--- src/rtl/flash_seq_pkg.sv ---
package flash_seq_pkg;

  typedef enum logic [1:0] {
    STAT_DONE    = 2'd0,
    STAT_ERROR   = 2'd1,
    STAT_TIMEOUT = 2'd2
  } stat_e;

  localparam logic [15:0] UNLK_A0 = 16'h5555;
  localparam logic [15:0] UNLK_A1 = 16'h2AAA;
  localparam logic [7:0]  CLR_BYTE = 8'hF0;

  function automatic logic [2:0] seq_len(input logic [1:0] op);
    return (op == 2'd0) ? 3'd4 : 3'd6;
  endfunction

  function automatic logic seq_uses_req_addr(input logic [1:0] op, input logic [2:0] idx);
    return ((op == 2'd0) && (idx == 3'd3)) || ((op == 2'd1) && (idx == 3'd5));
  endfunction

  function automatic logic [15:0] seq_fixed_addr(input logic [2:0] idx);
    return ((idx == 3'd1) || (idx == 3'd4)) ? UNLK_A1 : UNLK_A0;
  endfunction

  function automatic logic [7:0] seq_byte(input logic [1:0] op, input logic [2:0] idx,
                                          input logic [7:0] wdata);
    logic [7:0] b;
    case (idx)
      3'd0:    b = 8'hAA;
      3'd1:    b = 8'h55;
      3'd2:    b = (op == 2'd0) ? 8'hA0 : 8'h80;
      3'd3:    b = (op == 2'd0) ? wdata : 8'hAA;
      3'd4:    b = 8'h55;
      default: b = (op == 2'd1) ? 8'h30 : 8'h10;
    endcase
    return b;
  endfunction

  function automatic int unsigned max4(input int unsigned a, input int unsigned b,
                                       input int unsigned c, input int unsigned d);
    int unsigned m;
    m = a;
    if (b > m) m = b;
    if (c > m) m = c;
    if (d > m) m = d;
    return m;
  endfunction

endpackage

--- src/rtl/flash_cmd_gen.sv ---
module flash_cmd_gen
  import flash_seq_pkg::*;
#(
  parameter int ADDR_W = 19
) (
  input  logic [1:0]        op,
  input  logic [2:0]        idx,
  input  logic [ADDR_W-1:0] req_addr,
  input  logic [7:0]        req_data,
  output logic [ADDR_W-1:0] wr_addr,
  output logic [7:0]        wr_byte,
  output logic              last
);
  localparam int FIX_W = (ADDR_W < 16) ? ADDR_W : 16;

  logic [15:0] fixed_a;

  assign fixed_a = seq_fixed_addr(idx);

  generate
    if (ADDR_W > 16) begin : g_wide
      assign wr_addr = seq_uses_req_addr(op, idx) ? req_addr
                                                  : {{(ADDR_W-16){1'b0}}, fixed_a};
    end else begin : g_narrow
      assign wr_addr = seq_uses_req_addr(op, idx) ? req_addr : fixed_a[FIX_W-1:0];
    end
  endgenerate

  assign wr_byte = seq_byte(op, idx, req_data);
  assign last    = (idx == seq_len(op) - 3'd1);
endmodule

--- src/rtl/flash_bus_cycle.sv ---
module flash_bus_cycle
  import flash_seq_pkg::*;
#(
  parameter int ADDR_W  = 19,
  parameter int WR_LOW  = 4,
  parameter int WR_HIGH = 2,
  parameter int RD_LOW  = 5,
  parameter int TURN    = 3
) (
  input  logic              clk,
  input  logic              rst_n,
  input  logic              start,
  input  logic              is_write,
  input  logic [ADDR_W-1:0] addr,
  input  logic [7:0]        wdata,
  output logic              done,
  output logic [1:0]        rd_flags,
  output logic [ADDR_W-1:0] flash_addr,
  output logic [7:0]        flash_dq_out,
  output logic              flash_dq_oe,
  input  logic [7:0]        flash_dq_in,
  output logic              flash_ce_n,
  output logic              flash_we_n,
  output logic              flash_oe_n
);
  localparam int MAXC  = max4(WR_LOW, WR_HIGH, RD_LOW, TURN);
  localparam int CNT_W = $clog2(MAXC + 1);

  typedef enum logic [2:0] {
    B_IDLE, B_WSETUP, B_WSTROBE, B_WRECOV, B_RGAP, B_RSTROBE, B_RFLOAT
  } bphase_e;

  bphase_e          ph;
  logic [CNT_W-1:0] cnt;
  logic             cnt_zero;

  assign cnt_zero = (cnt == '0);

  always_ff @(posedge clk or negedge rst_n) begin
    if (!rst_n) begin
      ph           <= B_IDLE;
      cnt          <= '0;
      flash_addr   <= '0;
      flash_dq_out <= '0;
      rd_flags     <= '0;
    end else begin
      case (ph)
        B_IDLE: if (start) begin
          flash_addr   <= addr;
          flash_dq_out <= wdata;
          if (is_write) begin
            ph  <= B_WSETUP;
            cnt <= '0;
          end else begin
            ph  <= B_RGAP;
            cnt <= CNT_W'(TURN - 1);
          end
        end
        B_WSETUP: begin
          ph  <= B_WSTROBE;
          cnt <= CNT_W'(WR_LOW - 1);
        end
        B_WSTROBE: if (cnt_zero) begin
          ph  <= B_WRECOV;
          cnt <= CNT_W'(WR_HIGH - 1);
        end else cnt <= cnt - 1'b1;
        B_WRECOV: if (cnt_zero) ph <= B_IDLE;
                  else cnt <= cnt - 1'b1;
        B_RGAP: if (cnt_zero) begin
          ph  <= B_RSTROBE;
          cnt <= CNT_W'(RD_LOW - 1);
        end else cnt <= cnt - 1'b1;
        B_RSTROBE: if (cnt_zero) begin
          rd_flags <= flash_dq_in[6:5];
          ph       <= B_RFLOAT;
          cnt      <= CNT_W'(TURN - 1);
        end else cnt <= cnt - 1'b1;
        B_RFLOAT: if (cnt_zero) ph <= B_IDLE;
                  else cnt <= cnt - 1'b1;
        default: ph <= B_IDLE;
      endcase
    end
  end

  assign done        = ((ph == B_WRECOV) || (ph == B_RFLOAT)) && cnt_zero;
  assign flash_we_n  = (ph != B_WSTROBE);
  assign flash_oe_n  = (ph != B_RSTROBE);
  assign flash_ce_n  = (ph == B_IDLE);
  assign flash_dq_oe = (ph == B_WSETUP) || (ph == B_WSTROBE) || (ph == B_WRECOV);
endmodule

--- src/rtl/flash_pe_seq.sv ---
module flash_pe_seq
  import flash_seq_pkg::*;
#(
  parameter int ADDR_W    = 19,
  parameter int WR_LOW    = 4,
  parameter int WR_HIGH   = 2,
  parameter int RD_LOW    = 5,
  parameter int TURN      = 3,
  parameter int MAX_POLLS = 1024
) (
  input  logic              clk,
  input  logic              rst_n,
  input  logic              req_valid,
  output logic              req_ready,
  input  logic [1:0]        req_op,
  input  logic [ADDR_W-1:0] req_addr,
  input  logic [7:0]        req_data,
  output logic              rsp_valid,
  output logic [1:0]        rsp_status,
  output logic [ADDR_W-1:0] rsp_addr,
  output logic [ADDR_W-1:0] flash_addr,
  output logic [7:0]        flash_dq_out,
  output logic              flash_dq_oe,
  input  logic [7:0]        flash_dq_in,
  output logic              flash_ce_n,
  output logic              flash_we_n,
  output logic              flash_oe_n
);
  localparam int POLL_W = $clog2(MAX_POLLS + 1);

  typedef enum logic [2:0] {
    S_IDLE, S_CMD, S_POLL0, S_POLL, S_CONF1, S_CONF2, S_CLR, S_RESP
  } sstate_e;

  sstate_e           state;
  logic [1:0]        op_q;
  logic [ADDR_W-1:0] addr_q;
  logic [7:0]        data_q;
  logic [2:0]        idx;
  logic              issued;
  logic              prev_dq6;
  logic [POLL_W-1:0] polls;
  stat_e             stat_q;

  logic              cyc_start, cyc_is_wr, cyc_done;
  logic [ADDR_W-1:0] cyc_addr, gen_addr;
  logic [7:0]        cyc_wdata, gen_byte;
  logic              gen_last;
  logic [1:0]        rd_flags;

  logic              rd_dq6, rd_dq5;
  logic              poll_same, poll_fail_hint, poll_limit;

  flash_cmd_gen #(.ADDR_W(ADDR_W)) u_gen (
    .op(op_q), .idx(idx), .req_addr(addr_q), .req_data(data_q),
    .wr_addr(gen_addr), .wr_byte(gen_byte), .last(gen_last)
  );

  flash_bus_cycle #(
    .ADDR_W(ADDR_W), .WR_LOW(WR_LOW), .WR_HIGH(WR_HIGH), .RD_LOW(RD_LOW), .TURN(TURN)
  ) u_bus (
    .clk(clk), .rst_n(rst_n), .start(cyc_start), .is_write(cyc_is_wr),
    .addr(cyc_addr), .wdata(cyc_wdata), .done(cyc_done), .rd_flags(rd_flags),
    .flash_addr(flash_addr), .flash_dq_out(flash_dq_out), .flash_dq_oe(flash_dq_oe),
    .flash_dq_in(flash_dq_in), .flash_ce_n(flash_ce_n), .flash_we_n(flash_we_n),
    .flash_oe_n(flash_oe_n)
  );

  assign rd_dq6         = rd_flags[1];
  assign rd_dq5         = rd_flags[0];
  assign poll_same      = (rd_dq6 == prev_dq6);
  assign poll_fail_hint = !poll_same && rd_dq5;
  assign poll_limit     = (polls == POLL_W'(MAX_POLLS - 1));

  assign cyc_is_wr = (state == S_CMD) || (state == S_CLR);
  assign cyc_start = (state != S_IDLE) && (state != S_RESP) && !issued;
  assign cyc_addr  = (state == S_CMD) ? gen_addr : (state == S_CLR) ? '0 : addr_q;
  assign cyc_wdata = (state == S_CMD) ? gen_byte : CLR_BYTE;

  always_ff @(posedge clk or negedge rst_n) begin
    if (!rst_n) begin
      state    <= S_IDLE;
      op_q     <= '0;
      addr_q   <= '0;
      data_q   <= '0;
      idx      <= '0;
      issued   <= 1'b0;
      prev_dq6 <= 1'b0;
      polls    <= '0;
      stat_q   <= STAT_DONE;
    end else begin
      if (cyc_start)     issued <= 1'b1;
      else if (cyc_done) issued <= 1'b0;

      case (state)
        S_IDLE: if (req_valid) begin
          op_q   <= req_op;
          addr_q <= req_addr;
          data_q <= req_data;
          idx    <= '0;
          state  <= S_CMD;
        end
        S_CMD: if (cyc_done) begin
          if (gen_last) state <= S_POLL0;
          else          idx   <= idx + 3'd1;
        end
        S_POLL0: if (cyc_done) begin
          prev_dq6 <= rd_dq6;
          polls    <= '0;
          state    <= S_POLL;
        end
        S_POLL: if (cyc_done) begin
          if (poll_same) begin
            stat_q <= STAT_DONE;
            state  <= S_RESP;
          end else if (poll_fail_hint) begin
            state <= S_CONF1;
          end else if (poll_limit) begin
            stat_q <= STAT_TIMEOUT;
            state  <= S_CLR;
          end else begin
            prev_dq6 <= rd_dq6;
            polls    <= polls + 1'b1;
          end
        end
        S_CONF1: if (cyc_done) begin
          prev_dq6 <= rd_dq6;
          state    <= S_CONF2;
        end
        S_CONF2: if (cyc_done) begin
          if (poll_same) begin
            stat_q <= STAT_DONE;
            state  <= S_RESP;
          end else begin
            stat_q <= STAT_ERROR;
            state  <= S_CLR;
          end
        end
        S_CLR:   if (cyc_done) state <= S_RESP;
        S_RESP:  state <= S_IDLE;
        default: state <= S_IDLE;
      endcase
    end
  end

  assign req_ready  = (state == S_IDLE);
  assign rsp_valid  = (state == S_RESP);
  assign rsp_status = stat_q;
  assign rsp_addr   = addr_q;
endmodule

--- config.mk ---
export PLATFORM = sky130hd
export DESIGN_NAME = flash_pe_seq
export DESIGN_NICKNAME = d
export VERILOG_FILES = /design/src/rtl/flash_seq_pkg.sv /design/src/rtl/flash_cmd_gen.sv /design/src/rtl/flash_bus_cycle.sv /design/src/rtl/flash_pe_seq.sv
export SDC_FILE = /design/constraint.sdc
export NUM_CORES = 1
export LEC_CHECK = 0
export CELL_PAD_IN_SITES_DETAIL_PLACEMENT = 0
export CELL_PAD_IN_SITES_GLOBAL_PLACEMENT = 1
export CORE_ASPECT_RATIO = 0.7
export CORE_MARGIN = 2
export CORE_UTILIZATION = 42
export CTS_BUF_LIST = sky130_fd_sc_hd__clkbuf_8
export DETAILED_ROUTE_END_ITERATION = 10
export HOLD_SLACK_MARGIN = 0.03
export PLACE_DENSITY = 0.83
export SETUP_SLACK_MARGIN = 0.5
export SYNTH_ARGS = -nofsm -noshare
export SYNTH_HDL_FRONTEND = slang
export SYNTH_HIERARCHICAL = 1
export SYNTH_SLANG_ARGS = --single-unit
--- constraint.sdc ---
create_clock -name clk -period 2.58 [get_ports clk]
set_input_delay 0.774 -clock clk [delete_from_list [all_inputs] [get_ports clk]]
set_output_delay 0.774 -clock clk [all_outputs]
set_load 0.05 [all_outputs]
==> results, run 1 <==
- In this run the critical register-to-register path is captured at polls[7].
- The final period demand of the worst path is ~2.2 ns.
- For this run, the total global-route usage over all layers was measured as 0.194.
- The floorplan has 32 rows.
- Among all stages on the critical path, the largest delay is contributed by sky130_fd_sc_hd__dfrtp_1.
- The dominant combinational cell family by area after synthesis is compound AO/OA/AOI/OAI gates.
- After synthesis, the cell types taking the most area are sky130_fd_sc_hd__dfrtp_1, sky130_fd_sc_hd__mux2_2, sky130_fd_sc_hd__mux2_4, sky130_fd_sc_hd__a22o_1, sky130_fd_sc_hd__a21oi_1.
- In the synthesized netlist the dominant register cell turns out to be sky130_fd_sc_hd__dfrtp_1.
- For the worst setup path, the data arrival time is about 1.5 ns.
- The clock tree synthesis step divided the H-tree into 3 levels.
- The length in cells of the worst reg-to-reg path is 10.
- For the pin with the worst max-slew slack, the measured transition is between 0.6 and 0.7 ns.
- The startpoint of the most critical register-to-register path is u_bus/cnt[0].
- The relative area change from synthesis to final layout is 38.2%.
- The routed wire length is 12.2 mm.
- Of the total synthesized cell area, the portion taken by full adders, half adders and majority gates is 0.0127.
- The first global-routing pass estimated 19.0 mm of wire.
- The number of global-route vias before repair is 3751.
- 94 I/O pins were placed.
- The flow ran to the end, and the final reports show no timing, DRC or antenna violations.
- Averaged over all synthesized cells, the footprint is about 11 µm².
- For this design, the sink count on the clock tree is 85.
- Of the total synthesized cell area, the portion taken by AND, OR, NAND and NOR gates is 0.128.
- The net switching component of the power is approximately 3.9 mW.
- Adding up every negative setup slack in the final design gives 0 ns.
- The final antenna diode count is 0.
- The tightest hold path in the finished design has a slack of ~0.43 ns.
- No sink is reached through more buffers than the 2 on the longest clock path.
- For this run, the detailed router's first-pass iteration total came to 4.
- For this run, design rule violations remaining after detail routing come to 0.
- The most numerous cell on the critical path is sky130_fd_sc_hd__buf_8.
- After synthesis, the share of flip-flops with an asynchronous set or reset is 1.00.
- Clock tree synthesis selected as its root buffer the cell sky130_fd_sc_hd__clkbuf_8.
- The clock reaches the later pin of the worst-skew pair after between 0.3 and 0.4 ns.
- Of the synthesized area, sequential elements account for 0.442.
- The share of synthesized area in the top cell type comes to 0.442.
- The final layout contains 604 nets.
- The average wire per standard cell is around 17 µm.
- In this run the register-to-register setup slack is between 0.5 and 0.6 ns.
- After synthesis, the most frequently instantiated cells are sky130_fd_sc_hd__dfrtp_1, sky130_fd_sc_hd__mux2_2, sky130_fd_sc_hd__a21oi_1.
- The share of total power dissipated in the clock network is 0.112.
- The endpoint required time on the critical path is ~1.8 ns.
- The number of antenna violations at the first check in global routing is 0.
- The maximum clock skew at final layout is ~0.0074 ns.
- After synthesis, the share of cell area in mux cells is 0.163.
- The number of input and output port buffers inserted is 87.
- The number of hold buffers added after CTS is 0.
- The remaining max-slew budget at the tightest pin is 0.578.
- STA classifies the critical path endpoint as an output pin.
- The sum of net half-perimeters after detailed placement is between 7 and 8 mm.
- Of the cells placed in the final design, the portion with a size suffix greater than 1 is 0.402.
- Once detail routing completed, the nets flagged for antenna violations numbered 0.
- Of the available clock period, the critical path in the final layout requires 0.870.
- In the final layout, the multi-input gates occupy 2710 µm².
- After clock tree synthesis, the clock-pin slew on the worst setup and hold paths is 0.08 ns.
- The share of total power in combinational logic is 0.607.
- The x dimension of the die is 132 µm.
- After the flow finishes, the layout carries non-filler instances totaling roughly 720.
- The number of DRC markers in iteration 0 is between 150 and 200.
- The share of total power in sequential cells is 0.281.
- The cell type with the largest total area after synthesis is sky130_fd_sc_hd__dfrtp_1.
- The clock tree from TritonCTS is built.
- The synthesized netlist contains 66 unique library cells.
- Across the VDD grid, the largest voltage drop is between 0.8 and 0.9 mV.
- The area of the core is 11100 µm².
- The count of vias placed by the detailed router is around 3900.
- The number of flops mapped to enable cells by yosys is 0.
- The share of total power consumed by net switching is 0.465.
- The number of failing hold endpoints at the final stage was 0.
- The floorplan step defined a die boundary enclosing around 12000 µm².
- In this run, CTS created clock tree buffers numbering 9.
- Along the worst path, the maximum fanout reaches 5.
- The number of violations of the max-capacitance limit is 0.
- Entering global routing, the biggest net connects 47 pins.
- The reported leakage power is about 3.0 nW.
- After layout, the worst setup slack is 0.337 ns.
- The tightest min-delay check is of the in -> async type.
- Yosys printed 6 warnings.
- Synthesis inferred 85 register bits.
- The number of setup violations in the final report is 0.
- The top achievable clock speed is roughly 450 MHz.
- Across the whole layout, storage elements account for approximately 2100 µm².
- The power density over cell area is about 1300 nW/µm².
- In this design, the stage delay of the slowest critical-path cell is between 0.4 and 0.5 ns.
- Setup repair after global routing could not meet its margin everywhere.
- The vertical die dimension is 93.6 µm.
- The dominant cell by count in the synthesized netlist is sky130_fd_sc_hd__dfrtp_1.
- Before CTS, the worst setup slack after placement is 0.0323 ns.
- The cell count after placement is 658.
- The critical path is of the reg -> out type.
- The synthesized-area fraction occupied by ao, oa, aoi and oai cells was 0.177.
- The count of mapped cells out of synthesis is roughly 430.
- The final number of max-transition violations is 0.
- The congestion estimate from routability-driven global placement came to ~0.79.
- The critical path goes through buf_8, or3b_4, buf_8.
- The cell-internal power is roughly 4.5 mW.
- The via count normalized by instance count is ~5.5.
- STA classifies the critical path startpoint as a flop.
- For this configuration, the core starts out at a cell density of 0.434.
- The synthesized net count is 478.
- The filler cells instantiated in the layout total ~930.
- The xor/xnor share of the synthesized area is 0.0161.
- After global routing the overflow that remains totals 0.
- In this run the cell area of the synthesized design comes to about 4800 µm².
## flip-flops by register name (all words and copies together), names as in the netlist
name	count
data_q	8
u_bus/cnt	3
rsp_status	2
u_bus/flash_dq_out	8
idx	3
polls	11
u_bus/flash_addr	19
state	3
prev_dq6	1
op_q	2
issued	1
u_bus/rd_flags	2
u_bus/ph	3
rsp_addr	19
## logic make-up (layout without fill, tap and decap cells)
kind of cell             count (synthesis)  after routing
multiplexers                            64             64
buffers and inverters                   53            181
flip-flops                              85             85
AND/OR/NAND/NOR                        100            101
adder cells (fa/ha/maj)                  5              5
AO/OA/AOI/OAI                          119            120
XOR/XNOR                                 8              8
## metrics by stage
step	power [mW]	util	cell area, µm²
floorplan	5.73	-	4880
global placement	6.99	0.533	5910
detailed placement	7.11	0.533	5910
CTS	8.20	0.578	6410
global route	8.82	0.600	6660
finish	8.33	0.600	6660
## worst max-delay path by stage
stage                      start                  end  cells after the start
finish               u_bus/ph[2]           flash_we_n                      3
global placement    u_bus/cnt[0]             polls[7]                      9
detailed placement  u_bus/cnt[0]             polls[7]                      9
global route         u_bus/ph[2]           flash_we_n                      3
CTS                  u_bus/ph[2]           flash_we_n                      3
floorplan               state[2]  u_bus/flash_addr[0]                      7
## cells in the final DEF, fill, tap and decap left out, types with 8 or more instances in the layout
cell type                          n
sky130_fd_sc_hd__inv_1            16
sky130_fd_sc_hd__clkdlybuf4s15_1  14
sky130_fd_sc_hd__nand2_1          14
sky130_fd_sc_hd__mux2_4           19
sky130_fd_sc_hd__o21ai_0          11
sky130_fd_sc_hd__buf_12            8
sky130_fd_sc_hd__buf_4            50
sky130_fd_sc_hd__a21oi_1          22
sky130_fd_sc_hd__clkbuf_8         10
sky130_fd_sc_hd__dfrtp_2           8
sky130_fd_sc_hd__clkdlybuf4s50_1  32
sky130_fd_sc_hd__nand2b_1         11
sky130_fd_sc_hd__clkbuf_2         17
sky130_fd_sc_hd__dfrtp_1          77
sky130_fd_sc_hd__a22o_1           21
sky130_fd_sc_hd__mux2_2           38
sky130_fd_sc_hd__o31ai_4           8
sky130_fd_sc_hd__a21o_1            9
sky130_fd_sc_hd__dlygate4sd2_1    14
## power by group through the flow
stage | Sequential, mW | Clock (mW) | Combinational (mW)
3_5_place_dp | 2.40 | 0 | 4.72
5_1_grt | 2.41 | 1.02 | 5.39
2_1_floorplan | 3.38 | 0 | 2.35
3_3_place_gp | 2.37 | 0 | 4.61
4_1_cts | 2.34 | 0.969 | 4.90
6_report | 2.34 | 0.937 | 5.06
## routing by layer
| metal | vias up | global-route usage | share of wire |
|---|---|---|---|
| li1 | 1843 | - | - |
| met3 | 9 | 0.0450 | 0.047 |
| met4 | 0 | 0.0498 | 0.0091 |
| met1 | 1982 | 0.265 | 0.48 |
| met5 | - | 0 | 0 |
| met2 | 107 | 0.313 | 0.47 |
## worst max-delay path, delay by kind of cell (launching register included)
family / cells / cell delay (ns)
flip-flops: 1 / 0.42
AND/OR/NAND/NOR: 1 / 0.39
buffers and inverters: 2 / 0.31
## repair_timing
item	4_1_cts	5_1_grt
gates resized for setup	104	67
pin swaps	7	17
endpoints found under the setup margin	93	70
endpoints found under the hold margin	0	0
buffers inserted	26	16
cloned	0	2
## area by class of cell
type	count	area share
clock inverters	5	0.00789
clock buffers	10	0.0207
repair buffers	148	0.205
inverters	18	0.0102
flip-flops and latches	85	0.321
well taps	153	0.0288
multi-input cells	298	0.407
Power figures use the tool's default switching activity.
==> run 2: changes to the inputs <==
Settings changed: CORE_MARGIN 2 to 5, GPL_TIMING_DRIVEN set to 0.
==> run 2 against run 1 <==
- die area is 11% higher
- global-route usage decreased by 0.89 points
- fmax increased by 1.1%
- clock skew fell by 0.0015 ns
- critical path type unchanged
- first-iteration DRC count grew 24%
- power is 4.1% higher
==> results, run 2 (synthesized netlist as in run 1, its figures left out) <==
- The endpoint required time on the critical path came to 1.81 ns (about the same).
- The standard-cell row count is 32 (unchanged).
- The flip-flop and latch area came to 2130 µm² (-0.23%).
- The hold slack is 0.299 ns (-0.134 ns).
- The count of vias placed by the detailed router is 3935 (-0.15%).
- The placed standard-cell area came to 5960 µm² (+0.87%).
- Relative to the synthesized area, the layout overhead comes to 41.3%.
- The reported leakage power is 3.02 nW (+2.1%).
- The number of input and output port buffers inserted is 87 (unchanged).
- The number of setup violations in the final report is 0 (unchanged).
- The buffer depth of the longest clock path is 2 (unchanged).
- The detailed-router iteration count before antenna repair is 5 (+1).
- CTS placed an instance of sky130_fd_sc_hd__clkbuf_8 at the clock tree root.
- The number of antenna violations at the first check in global routing is 0 (unchanged).
- The maximum fanout along the worst path is 4 (-1).
- TritonCTS built the clock tree.
- The sum of net half-perimeters after detailed placement is 8.40 mm (+8.9%).
- The fraction of met1 tracks used by global routing is 0.258 (-0.00659).
- The critical path is of the reg -> out type.
- The vertical die dimension is 99.6 µm (+6.4%).
- The number of failing hold endpoints at the final stage was 0 (unchanged).
- The setup total negative slack is 0 ns (unchanged).
- The level count of the clock H-tree is 3 (unchanged).
- The number of hold buffers added after CTS is 0 (unchanged).
- The number of nets with antenna violations after detailed routing came to 0 (unchanged).
- The data arrival time at the worst-slack endpoint is 1.44 ns (-0.03 ns).
- The measured slew at the worst slew-check pin was 0.517 ns (-0.116 ns).
- The clock sink count is 85 (unchanged).
- The final critical-path setup slack is 0.362 ns (+0.0254 ns).
- The number of buffer and inverter instances along the worst setup path is 2 (unchanged).
- The share of layout cells above drive strength 1 is 0.408 (+0.00512).
- Setup repair after global routing could not meet its margin everywhere.
- The register-to-register setup slack is 0.44 ns (-0.08 ns).
- The worst supply voltage drop on vdd is 0.750 mV (-6.7%).
- The master of the slowest instance on the critical path is sky130_fd_sc_hd__dfrtp_1.
- The final antenna diode count is 0 (unchanged).
- The cell family contributing the most delay on the critical path is flip-flops.
- The met2 usage is 0.287 (-0.0262).
- The fraction of the cycle the final worst path needs is 0.860 (-0.00985).
- The most used routing layer is met2.
- The area of the core is 11100 µm² (+0.36%).
- The area of the die was 13700 µm² (+11%).
- The total I/O pin count is 94 (unchanged).
- The total power of the final layout is 8.67 mW (+4.1%).
- The clock buffer count from CTS is 9 (unchanged).
- The routed wire length is 12.5 mm (+2.1%).
- The launching element type of the critical path is a flop.
- The flow ran to the end, and the final reports show no timing, DRC or antenna violations.
- The DRC violation count after routing is 0 (unchanged).
- The number of global-route vias before repair is 3956 (+5.5%).
- The clock transition time at the flip-flop clock pins of the worst setup and hold paths came to 0.09 ns (about the same).
- The count of nets after finishing came to 618 (+2.3%).
- The pin count of the biggest net entering global routing was 64 (+36%).
- The fill cell instance count of the final layout is 933 (+0.86%).
- The largest stage delay on the critical path is 0.40 ns (-0.02 ns).
- The maximum clock skew at final layout came to 0.00593 ns (-0.00149 ns).
- The most frequent standard cell in the layout excluding fill and tap cells is sky130_fd_sc_hd__dfrtp_1.
- The number of DRC markers in iteration 0 is 209 (+24%).
- The final period demand of the worst path is 2.22 ns (-0.0254 ns).
- The average wire per standard cell is 17.0 µm (about the same).
- The sum of overflow across all layers after global routing is 0 (unchanged).
- The final number of max-transition violations is 0 (unchanged).
- The class of the tightest hold or removal check is in -> async.
- The setup slack at placement was 0.0263 ns (-0.00597 ns).
- The post-route cell area is 6810 µm² (+2.2%).
- The number of violations of the max-capacitance limit was 0 (unchanged).
- The source-to-sink clock delay at the later pin of the worst-skew pair was 0.37 ns (about the same).
- The global-route usage over all layers is 0.185 (-0.00891).
- The effective utilization at floorplan came to 0.433 (-0.00156).
- The via count normalized by instance count was 5.38 (-2.2%).
- The first-pass GRT wire length is 20.1 mm (+6.1%).
- The area of combinational cells with multiple inputs came to 2650 µm² (-2.0%).
- The final RePlAce weighted congestion came to 0.782 (-1.0%).
- STA classifies the critical path endpoint as an output pin.
- The x dimension of the die is 138 µm (+4.5%).
- The signal on the critical path passes through buf_6, or3b_4, buf_8.
- The top achievable clock speed was 451 MHz (+1.1%).
- The routing usage on met3 is 0.0440 (-0.00100).
- The library cells used most frequently in the layout, excluding fill and tap cells, are sky130_fd_sc_hd__dfrtp_1, sky130_fd_sc_hd__buf_4, sky130_fd_sc_hd__mux2_2, sky130_fd_sc_hd__clkdlybuf4s50_1, sky130_fd_sc_hd__a21oi_1.
- The power density over cell area is 1270 nW/µm² (+1.8%).
- The remaining max-slew budget at the tightest pin was 0.657 (+0.0784).
## run 2: metal layers
metal  up-vias  wire, µm  part of all wire
li1       1876         -                 -
met1      1947      5850              0.47
met2       102      5860              0.47
met3        10       621             0.050
met4         0       140             0.011
met5         -         0                 0
## run 2: through the flow
stage                      util  cells
after floorplan               -    434
after global placement    0.533    674
after detailed placement  0.536    675
after CTS                 0.585    714
after global routing      0.611    732
final                     0.611    732
## run 2: timing repair
action	CTS	global route
setup buffers	22	17
resized for setup	162	79
setup endpoints to repair	128	97
pin swaps	7	19
cloned	1	1
## run 2: layout make-up
| class | count | share of cell area |
|---|---|---|
| multi-input combinational | 296 | 0.390 |
| sequential | 85 | 0.313 |
| timing repair buffer | 129 | 0.174 |
| buffer | 35 | 0.0485 |
| tap | 153 | 0.0281 |
| clock buffer | 9 | 0.0182 |
| clock inverter | 7 | 0.0177 |
| inverter | 18 | 0.00993 |
## run 2: power by group
group | switching, mW | internal (mW) | total (mW) | leakage [nW]
combinational | 3.00 | 2.24 | 5.25 | 1.84
sequential | 0.419 | 1.84 | 2.26 | 1.06
clock | 0.517 | 0.648 | 1.17 | 0.120
total | 3.94 | 4.73 | 8.67 | 3.02
## run 2: path summary, 6_finish.rpt
| check | start | endpoint | depth (start not counted) |
|---|---|---|---|
| max in group asynchronous | rst_n | op_q[1] | 2 |
| worst max-delay path | u_bus/ph[1] | flash_we_n | 3 |
| worst max register to register | u_bus/cnt[0] | polls[6] | 11 |
| worst min register to register | polls[10] | polls[10] | 1 |
| min in group clk | polls[10] | polls[10] | 1 |
| worst min-delay path | rst_n | rsp_addr[15] | 1 |
==> run 3: changes to the inputs <==
Clock period 2.58 ns to 2.34 ns, I/O delays scaled along.
==> run 3 against run 2 <==
- global-route usage grew 0.71 points
- power grew 18%
- critical endpoint unchanged
- register-to-register slack got worse by 0.18 ns
- sequential power is 11% higher
- critical path depth stayed put
- via count is 4.3% higher
- largest power group unchanged
==> results, run 3 (synthesized netlist as in run 1, its figures left out) <==
- The worst hold path belongs to the class in -> async.
- The fraction of the cycle the final worst path needs is 0.920.
- The launching element type of the critical path is a flop.
- The sum of net half-perimeters after detailed placement came to 8.34 mm (-0.61%).
- The number of hold buffers added after CTS is 0 (unchanged).
- The buffer depth of the longest clock path came to 2 (unchanged).
- The global-route usage over all layers is 0.192 (+0.00714).
- The sum of overflow across all layers after global routing came to 0 (unchanged).
- The relative contribution of the clock network to total power is 0.105 (-0.029).
- The cell count after placement was 675 (unchanged).
- The clock sink count is 85 (unchanged).
- The average wire per standard cell is 18.2 µm (+6.7%).
- The number of antenna violations at the first check in global routing is 0 (unchanged).
- Relative to the synthesized area, the layout overhead comes to 51.1%.
- The final cell utilization of the core was 0.654 (+0.0422).
- The routed wire length is 13.8 mm (+11%).
- The largest stage delay on the critical path is 0.41 ns (about the same).
- The count of vias placed by the detailed router came to 4105 (+4.3%).
- The number of failing hold endpoints at the final stage was 0 (unchanged).
- The measured slew at the worst slew-check pin was 0.420 ns (-0.0971 ns).
- The number of global-route vias before repair is 4015 (+1.5%).
- The pin count of the biggest net entering global routing is 63 (-1.6%).
- The net switching component of the power came to 4.67 mW (+19%).
- The cell-internal power is 5.56 mW (+18%).
- Setup repair after global routing could not meet its margin everywhere.
- The number of violations of the max-capacitance limit is 0 (unchanged).
- The area of the core is 11100 µm² (unchanged).
- The worst setup path is captured at an output pin.
- The worst supply voltage drop on vdd came to 0.866 mV (+16%).
- The clock tree from TritonCTS is built.
- The fill cell instance count of the final layout is 895 (-4.1%).
- By startpoint and endpoint, the worst setup path is classified as reg -> out.
- The data arrival time at the worst-slack endpoint came to 1.45 ns (about the same).
- The source-to-sink clock delay at the later pin of the worst-skew pair is 0.37 ns (about the same).
- The effective utilization at floorplan came to 0.433 (unchanged).
- After layout, the minimum clock period comes to between 2 and 2.5 ns.
- The share of total power in combinational logic is 0.651 (+0.046).
- The standard-cell row count is 32 (unchanged).
- The maximum clock skew at final layout is 0.00864 ns (+0.00271 ns).
- The share of layout cells above drive strength 1 is 0.515 (+0.107).
- The number of setup violations in the final report is 0 (unchanged).
- The total I/O pin count was 94 (unchanged).
- The final RePlAce weighted congestion is 0.781 (-0.17%).
- The final antenna diode count came to 0 (unchanged).
- The run finished with clean final reports.
- The via count normalized by instance count is 5.39 (+0.34%).
- The vertical die dimension came to 99.6 µm (unchanged).
- Walking the worst path, the cells encountered are buf_6, or3b_4, buf_8.
- The remaining max-slew budget at the tightest pin was 0.720 (+0.0632).
- The area of the die is 13700 µm² (unchanged).
- The buffer type at the clock tree root is sky130_fd_sc_hd__clkbuf_8.
- The share of total power in sequential cells was 0.244 (-0.017).
- The detailed-router iteration count before antenna repair is 5 (unchanged).
- The DRC violation count after routing is 0 (unchanged).
- The final number of max-transition violations is 0 (unchanged).
- The x dimension of the die came to 138 µm (unchanged).
- The first-pass GRT wire length is 20.8 mm (+3.4%).
- The number of DRC markers in iteration 0 is 286 (+37%).
- The register-to-register setup slack is 0.26 ns (-0.18 ns).
- The count of nets after finishing is 647 (+4.7%).
- The number of nets with antenna violations after detailed routing came to 0 (unchanged).
- The number of input and output port buffers inserted was 87 (unchanged).
- The most frequent standard cell in the layout excluding fill and tap cells is sky130_fd_sc_hd__dfrtp_1.
- The endpoint required time on the critical path is 1.64 ns (-0.17 ns).
- The total power of the final layout is 10.2 mW (+18%).
- The clock buffer count from CTS is 9 (unchanged).
- The level count of the clock H-tree is 3 (unchanged).
- The maximum fanout along the worst path is 4 (unchanged).
- The power density over cell area is 1410 nW/µm² (+10%).
- The number of standard cells in the layout, taps in and fillers out was 761 (+4.0%).
- The clock transition time at the flip-flop clock pins of the worst setup and hold paths was 0.09 ns (about the same).
- The master of the slowest instance on the critical path is sky130_fd_sc_hd__dfrtp_1.
- The library cells used most frequently in the layout, excluding fill and tap cells, are sky130_fd_sc_hd__dfrtp_1, sky130_fd_sc_hd__buf_4, sky130_fd_sc_hd__buf_2, sky130_fd_sc_hd__mux2_4, sky130_fd_sc_hd__clkdlybuf4s50_1.
- The share of total power consumed by net switching is 0.456 (+0.00206).
- Static timing analysis puts the maximum clock frequency at around 460 MHz.
- The reported leakage power is 3.31 nW (+9.5%).
==> run 3: changes by cell type in the layout (fill, tap and decap cells not counted), sizes merged <==
cell / before / now
clkdlybuf4s50: 32 / 31
clkinvlp: 1 / 3
clkinv: 1 / 2
clkdlybuf4s18: 0 / 1
clkdlybuf4s15: 27 / 1
inv: 20 / 19
dlygate4sd2: 9 / 1
bufinv: 3 / 1
buf: 78 / 151
clkbuf: 27 / 17
==> run 3: stage by stage <==
step           hold slack [ns]  TNS (ns)  setup WS (ns)  instance area, µm²
6_report                 0.229         0          0.188                7270
5_1_grt                  0.243         0          0.157                7270
4_1_cts                  0.226         0          0.194                6840
3_5_place_dp             0.467     -5.55         -0.201                6020
3_3_place_gp             0.464   -227.61          -2.64                5990
2_1_floorplan            0.406         0          0.258                4930
==> run 3: timing repair <==
action | in CTS | in global routing
buffers inserted | 37 | 23
resized for setup | 317 | 132
pin swaps | 15 | 23
cloned | 6 | 4
setup endpoints to repair | 131 | 99
==> run 3: power groups by stage <==
stage / Combinational, mW / Clock (mW) / Sequential, mW
floorplan: 2.65 / 0 / 3.73
global placement: 5.29 / 0 / 2.53
detailed placement: 5.40 / 0 / 2.55
CTS: 5.95 / 1.10 / 2.48
global route: 7.04 / 1.15 / 2.58
finish: 6.67 / 1.07 / 2.50
==> run 3: worst paths after layout <==
path                             start           end  cells after the start
min                              rst_n  u_bus/cnt[2]                      1
min in group clk             polls[10]     polls[10]                      1
min reg2reg                  polls[10]     polls[10]                      1
max                        u_bus/ph[1]    flash_we_n                      3
max in group asynchronous        rst_n      state[2]                      2
max reg2reg                    op_q[1]      state[1]                      8
==> run 3: per-layer routing <==
layer / global-route usage / wire length (µm)
met4: 0.0501 / 143
met5: 0 / 0
met1: 0.275 / 6590
met2: 0.293 / 6270
met3: 0.0450 / 830
==> run 3: critical path: cells and delay by family (launching register included) <==
family / cells / cell delay, ns
flops: 1 / 0.41
simple gates: 1 / 0.39
buf+inv: 2 / 0.29
==> run 3: cell type report <==
type,instances,area (µm²),area share
inverter,18,67.6,0.00929
buffer,35,389,0.0535
tap,153,191,0.0263
multi-input combinational,296,2900,0.399
clock buffer,9,124,0.0170
sequential,85,2130,0.293
clock inverter,7,75.1,0.0103
timing repair buffer,158,1400,0.192
